<file path="src/rtl/gpio_flag_pkg.sv">
package gpio_flag_pkg;
  localparam int ADDR_W = 3;

  typedef enum logic [ADDR_W-1:0] {
    REG_DATA   = 3'd0,
    REG_DIR    = 3'd1,
    REG_SENSE  = 3'd2,
    REG_POL    = 3'd3,
    REG_FLAG   = 3'd4,
    REG_MASK_A = 3'd5,
    REG_MASK_B = 3'd6,
    REG_WAKE   = 3'd7
  } reg_sel_e;
endpackage

</file>
<file path="src/rtl/gpio_sync.sv">
module gpio_sync #(
  parameter int WIDTH  = 16,
  parameter int STAGES = 2
) (
  input  logic             clk,
  input  logic             rst_n,
  input  logic [WIDTH-1:0] d,
  output logic [WIDTH-1:0] q
);
  logic [WIDTH-1:0] stg [STAGES];

  always_ff @(posedge clk or negedge rst_n) begin
    if (!rst_n) begin
      for (int k = 0; k < STAGES; k++) stg[k] <= '0;
    end else begin
      stg[0] <= d;
      for (int k = 1; k < STAGES; k++) stg[k] <= stg[k-1];
    end
  end

  assign q = stg[STAGES-1];
endmodule

</file>
<file path="src/rtl/gpio_flag_bank.sv">
module gpio_flag_bank #(
  parameter int WIDTH = 16
) (
  input  logic             clk,
  input  logic             rst_n,
  input  logic [WIDTH-1:0] sync_in,
  input  logic [WIDTH-1:0] dir,
  input  logic [WIDTH-1:0] sense,
  input  logic [WIDTH-1:0] pol,
  input  logic [WIDTH-1:0] clr,
  output logic [WIDTH-1:0] flags
);
  logic [WIDTH-1:0] active;
  logic [WIDTH-1:0] prev_q;
  logic [WIDTH-1:0] edge_hit;
  logic [WIDTH-1:0] flag_q;
  logic [WIDTH-1:0] flag_d;

  function automatic logic [WIDTH-1:0] f_active(input logic [WIDTH-1:0] lvl,
                                                input logic [WIDTH-1:0] inv);
    return lvl ^ inv;
  endfunction

  assign active   = f_active(sync_in, pol);
  assign edge_hit = active & ~prev_q;

  for (genvar i = 0; i < WIDTH; i++) begin : g_bit
    always_comb begin
      if (dir[i])        flag_d[i] = 1'b0;
      else if (sense[i]) flag_d[i] = (flag_q[i] & ~clr[i]) | edge_hit[i];
      else               flag_d[i] = active[i];
    end
  end

  always_ff @(posedge clk or negedge rst_n) begin
    if (!rst_n) begin
      prev_q <= '0;
      flag_q <= '0;
    end else begin
      prev_q <= active;
      flag_q <= flag_d;
    end
  end

  assign flags = flag_q;

  AST_LEVEL_TRACK: assert property (@(posedge clk) disable iff (!rst_n)
    1'b1 |=> (((flag_q ^ $past(active)) & $past(~sense & ~dir)) == '0));
  AST_EDGE_HOLD: assert property (@(posedge clk) disable iff (!rst_n)
    1'b1 |=> (($past(flag_q & sense & ~clr & ~dir) & ~flag_q & sense & ~dir) == '0));
  AST_OUTPUT_QUIET: assert property (@(posedge clk) disable iff (!rst_n)
    1'b1 |=> ((flag_q & $past(dir)) == '0));
endmodule

</file>
<file path="src/rtl/gpio_irq_route.sv">
module gpio_irq_route #(
  parameter int WIDTH = 16,
  parameter int LINES = 2
) (
  input  logic [WIDTH-1:0]             flags,
  input  logic [LINES-1:0][WIDTH-1:0]  masks,
  output logic [LINES-1:0]             irq
);
  for (genvar l = 0; l < LINES; l++) begin : g_line
    assign irq[l] = |(flags & masks[l]);
  end
endmodule

</file>
<file path="src/rtl/gpio_flag_port.sv">
module gpio_flag_port
  import gpio_flag_pkg::*;
#(
  parameter int WIDTH       = 16,
  parameter int SYNC_STAGES = 2
) (
  input  logic              clk,
  input  logic              rst_n,
  input  logic              wr_en,
  input  logic [ADDR_W-1:0] addr,
  input  logic [WIDTH-1:0]  wr_data,
  output logic [WIDTH-1:0]  rd_data,
  input  logic [WIDTH-1:0]  pin_in,
  output logic [WIDTH-1:0]  pin_out,
  output logic [WIDTH-1:0]  pin_oe,
  output logic              irq_a,
  output logic              irq_b,
  output logic              wake_o
);
  localparam int IRQ_LINES = 2;

  logic [WIDTH-1:0] data_q, dir_q, sense_q, pol_q, mask_a_q, mask_b_q, wake_en_q;
  logic [WIDTH-1:0] pin_sync;
  logic [WIDTH-1:0] flags;
  logic [WIDTH-1:0] clr_req;
  logic [IRQ_LINES-1:0] irq_vec;

  function automatic logic [WIDTH-1:0] f_readback(input logic [WIDTH-1:0] d,
                                                  input logic [WIDTH-1:0] drv,
                                                  input logic [WIDTH-1:0] smp);
    return (d & drv) | (~d & smp);
  endfunction

  function automatic logic f_wake(input logic [WIDTH-1:0] en,
                                  input logic [WIDTH-1:0] d,
                                  input logic [WIDTH-1:0] raw,
                                  input logic [WIDTH-1:0] inv);
    return |(en & ~d & (raw ^ inv));
  endfunction

  always_ff @(posedge clk or negedge rst_n) begin
    if (!rst_n) begin
      data_q    <= '0;
      dir_q     <= '0;
      sense_q   <= '0;
      pol_q     <= '0;
      mask_a_q  <= '0;
      mask_b_q  <= '0;
      wake_en_q <= '0;
    end else if (wr_en) begin
      case (addr)
        REG_DATA:   data_q    <= wr_data;
        REG_DIR:    dir_q     <= wr_data;
        REG_SENSE:  sense_q   <= wr_data;
        REG_POL:    pol_q     <= wr_data;
        REG_MASK_A: mask_a_q  <= wr_data;
        REG_MASK_B: mask_b_q  <= wr_data;
        REG_WAKE:   wake_en_q <= wr_data;
        default:    ;
      endcase
    end
  end

  assign clr_req = (wr_en && addr == REG_FLAG) ? wr_data : '0;

  gpio_sync #(.WIDTH(WIDTH), .STAGES(SYNC_STAGES)) sync_i (
    .clk(clk), .rst_n(rst_n), .d(pin_in), .q(pin_sync)
  );

  gpio_flag_bank #(.WIDTH(WIDTH)) bank_i (
    .clk(clk), .rst_n(rst_n), .sync_in(pin_sync), .dir(dir_q),
    .sense(sense_q), .pol(pol_q), .clr(clr_req), .flags(flags)
  );

  gpio_irq_route #(.WIDTH(WIDTH), .LINES(IRQ_LINES)) route_i (
    .flags(flags), .masks({mask_b_q, mask_a_q}), .irq(irq_vec)
  );

  assign irq_a   = irq_vec[0];
  assign irq_b   = irq_vec[1];
  assign pin_out = data_q;
  assign pin_oe  = dir_q;
  assign wake_o  = f_wake(wake_en_q, dir_q, pin_in, pol_q);

  always_comb begin
    case (addr)
      REG_DATA:   rd_data = f_readback(dir_q, data_q, pin_sync);
      REG_DIR:    rd_data = dir_q;
      REG_SENSE:  rd_data = sense_q;
      REG_POL:    rd_data = pol_q;
      REG_FLAG:   rd_data = flags;
      REG_MASK_A: rd_data = mask_a_q;
      REG_MASK_B: rd_data = mask_b_q;
      default:    rd_data = wake_en_q;
    endcase
  end

  AST_DIR_WRITE: assert property (@(posedge clk) disable iff (!rst_n)
    (wr_en && addr == REG_DIR) |=> (pin_oe == $past(wr_data)));
  AST_IRQ_SOURCE: assert property (@(posedge clk) disable iff (!rst_n)
    (irq_a || irq_b) |-> (flags != '0));
  AST_WAKE_SOURCE: assert property (@(posedge clk) disable iff (!rst_n)
    wake_o |-> ((wake_en_q & ~dir_q) != '0));
endmodule

</file>
<file path="config.mk">
export PLATFORM = sky130hd
export DESIGN_NAME = gpio_flag_port
export DESIGN_NICKNAME = d
export VERILOG_FILES = /design/src/rtl/gpio_flag_pkg.sv /design/src/rtl/gpio_sync.sv /design/src/rtl/gpio_flag_bank.sv /design/src/rtl/gpio_irq_route.sv /design/src/rtl/gpio_flag_port.sv
export SDC_FILE = /design/constraint.sdc
export NUM_CORES = 1
export LEC_CHECK = 0
export ABC_AREA = 1
export BUFFER_PORTS_ARGS = -buffer_cell sky130_fd_sc_hd__buf_2
export CORE_MARGIN = 3
export CORE_UTILIZATION = 30
export CTS_CLUSTER_DIAMETER = 200
export CTS_CLUSTER_SIZE = 20
export DETAILED_ROUTE_END_ITERATION = 7
export PLACE_DENSITY = 0.48
export SETUP_SLACK_MARGIN = 0.2
export SKIP_CTS_REPAIR_TIMING = 1
export SLEW_MARGIN = 10
export SYNTH_ARGS = -nofsm -noshare
export SYNTH_HDL_FRONTEND = slang
export SYNTH_SLANG_ARGS = --single-unit
</file>
<file path="constraint.sdc">
create_clock -name clk -period 1.2 [get_ports clk]
set_clock_uncertainty 0.1 [all_clocks]
set_input_delay 0.06 -clock clk [delete_from_list [all_inputs] [get_ports clk]]
set_output_delay 0.06 -clock clk [all_outputs]
set_load 0.005 [all_outputs]
</file>
==> impl_metrics.csv <==
group,metric,value,unit
sta,hold_viol,16,
cells_and_area,mostFrequentLayoutCells,"nand2_1, dfrtp_1, buf_4",
floorplan,start_util,30.8,%
critical_path,cp_slowest_cell,"dfrtp_1",
sta,slew_headroom,78.6,%
sta,fin_tns_setup,-9.65,ns
critical_path,crit_arrival,1.62,ns
placement,hpwl,17.3,mm
cts,clock_sinks,176,
sta,fin_crit_sh,148,%
pwr,fin_total_pwr,19.1,mW
critical_path,crit_path_start_kind,"flop",
yosys,synth_warnings,0,
grt,grt_max_degree,56,
yosys,ys_ff_latch,176,
yosys,yosys-top-cells-area,"dfrtp_1, nand2_1, o21ai_0",
cts,cts_buffers,17,
hold_path,min_path_type,"in -> reg",
pwr,p_sw,6.22,mW
cts,cts.clk_slew.worst_paths,0.08,ns
pwr,p_seq_share,41.7,%
floorplan,die_area,29000,um^2
cts,cts_tree,"done",
sta,tightestPinTransition,0.321,ns
critical_path,max_stage_delay,0.39,ns
pwr,clkPwrFrac,30.2,%
critical_path,end_kind,"primary output",
placement,gp_congestion,0.805,
pwr,p_int,12.9,mW
yosys,synth_top_area_share,54.4,%
run_status,failed_checks,"negative hold slack, negative setup slack",
routing,drc,0,
critical_path,cp_max_fo,3,
routing,vias,7386,
critical_path,cp_num_buf_inv,1,
hold_path,hp-start,"pin_in[15]",
yosys,synthDistinctLibCells,27,
cells_and_area,fin_nets,1301,
floorplan,num_rows,59,
routing,detail-route-antenna-nets,0,
cts,clk_latency,0.44,ns
grt,first_global_vias,6840,
critical_path,critical_path_required,1.04,ns
grt,grt_pass1_wl,38.2,mm
cells_and_area,utilization,45.0,%
sta,whs,-0.332,ns
pwr,pwr_density_cell,1610,nW/um^2
sta,postLayoutSetupSlackWorst,-0.580,ns
critical_path,crit_type,"reg -> out",
routing,vias_per_cell,4.58,
sta,timing.fmax,562,MHz
pwr,swShare,32.6,%
cells_and_area,final_common_cell,"nand2_1",
sta,rsz0062_at_grt,"yes",
critical_path,cp_top_family,"simple AND/OR/NAND/NOR gates",
pwr,power.leakage,5.78,nW
critical_path,startpoint,"pol_q[15]",
run,maxCapViolCount,0,
cts,clockBufferDepth,2,
pwr,irDropWorstVdd,1.04,mV
routing,drt-total-wl,25.0,mm
grt,antenna_found_initial,0,
sta,drv_slew,0,
yosys,syn_area_per_cell,8.18,um^2
floorplan,core,26300,um^2
floorplan,die_w,170,um
routing,drt_iter0_drc,441,
cells_and_area,drive_gt1_share,34.7,%
critical_path,worstPathCellList,"o21a_1 -> nand2_2 -> nand4_1 -> nor2_1 -> nand2_1 -> buf_2",
placement,io_buffers,88,
run_status,status,"complete, but fails checks",
cts,clockRootBuffer,"clkbuf_16",
yosys,syn_area,8100,um^2
routing,first_pass_iters,5,
critical_path,ff2ff_setup_slack,0.02,ns
floorplan,dieHeight,170,um
sta,period_needed,1.78,ns
yosys,synthCells,991,
grt,overflow,0,
grt,grt_usage,17.0,%
yosys,syn_nets,1029,
pwr,p_comb_share,28.1,%
routing,wl_per_cell,15.5,um
critical_path,r2r-start,"pol_q[13]",
yosys,yosysTopAreaCell,"dfrtp_1",
yosys,ys_seq_area_share,54.4,%
cells_and_area,antenna_cells,0,
cells_and_area,syn_to_final_growth,45.9,%
floorplan,ios,89,
cts,htreeDepth,4,
sta,final-setup-viol-count,31,
==> synth_stat cells (all sizes together) <==
cell	count
a22o	4
o21a	1
o21ai	128
a21oi	33
nand2	324
nor3	19
clkbuf	17
inv	104
xor2	16
nand3	69
nand4	8
buf	19
a221oi	2
dfrtp	176
nor2	71
==> layer usage <==
| layer | global-route usage [%] | wire length (um) |
|---|---|---|
| met5 | 0 | 0 |
| met4 | 3.84 | 375 |
| met3 | 2.86 | 840 |
| met2 | 28.2 | 12000 |
| met1 | 23.5 | 11800 |
==> registers in the layout (all words and copies together), names as in the netlist <==
| name | count |
|---|---|
| bank_i.flags | 16 |
| bank_i.prev_q | 16 |
| mask_a_q | 16 |
| mask_b_q | 16 |
| pin_oe | 16 |
| pin_out | 16 |
| pol_q | 16 |
| sense_q | 16 |
| sync_i.q | 16 |
| sync_i.stg | 16 |
| wake_en_q | 16 |
==> through the flow <==
step	cells	cell area, um^2	setup slack, ns
6_report	1611	11800	-0.580
3_5_place_dp	1514	9940	-0.230
2_1_floorplan	991	8220	-0.0225
5_1_grt	1611	11800	-0.666
4_1_cts	1546	10500	-0.676
3_3_place_gp	1514	9940	-0.219
==> cell type report <==
| class | count | area, um^2 |
|---|---|---|
| clock buffer | 17 | 425 |
| timing repair buffer | 289 | 2450 |
| tap | 335 | 419 |
| clock inverter | 15 | 161 |
| multi-input combinational | 675 | 3540 |
| sequential | 176 | 4420 |
| inverter | 104 | 405 |
| fill | 2651 | 14500 |
==> power groups by stage <==
stage / clock [mW] / combinational (mW) / sequential, mW
after floorplan: 0 / 1.94 / 7.84
after global placement: 0 / 4.23 / 7.94
after detailed placement: 0 / 4.28 / 7.95
after CTS: 5.86 / 4.30 / 7.84
after global routing: 6.09 / 6.00 / 8.11
final: 5.76 / 5.36 / 7.96
==> worst register-to-register path, cell delays in order, from the launching register on <==
cell and delay (ns):
dfrtp_1 0.41, buf_4 0.14, buf_4 0.13, xor2_2 0.13
nand2_1 0.08, a21oi_2 0.11
==> cell families after synthesis <==
kind of cell | after synthesis | share of synthesized area, %
AO/OA/AOI/OAI | 168 | 11.1
AND/OR/NAND/NOR | 491 | 25.1
flip-flops | 176 | 54.4
buffers and inverters | 140 | 7.75
XOR/XNOR | 16 | 1.73
==> worst paths after layout <==
path | to | cells past startpoint
max | wake_o | 6
min | sync_i.stg[31] | 1
max reg2reg | bank_i.flags[13] | 5
min reg2reg | sync_i.q[7] | 0
max in group asynchronous | bank_i.flags[14] | 3
min in group asynchronous | sense_q[6] | 2
(Power assumes the default switching activity.)
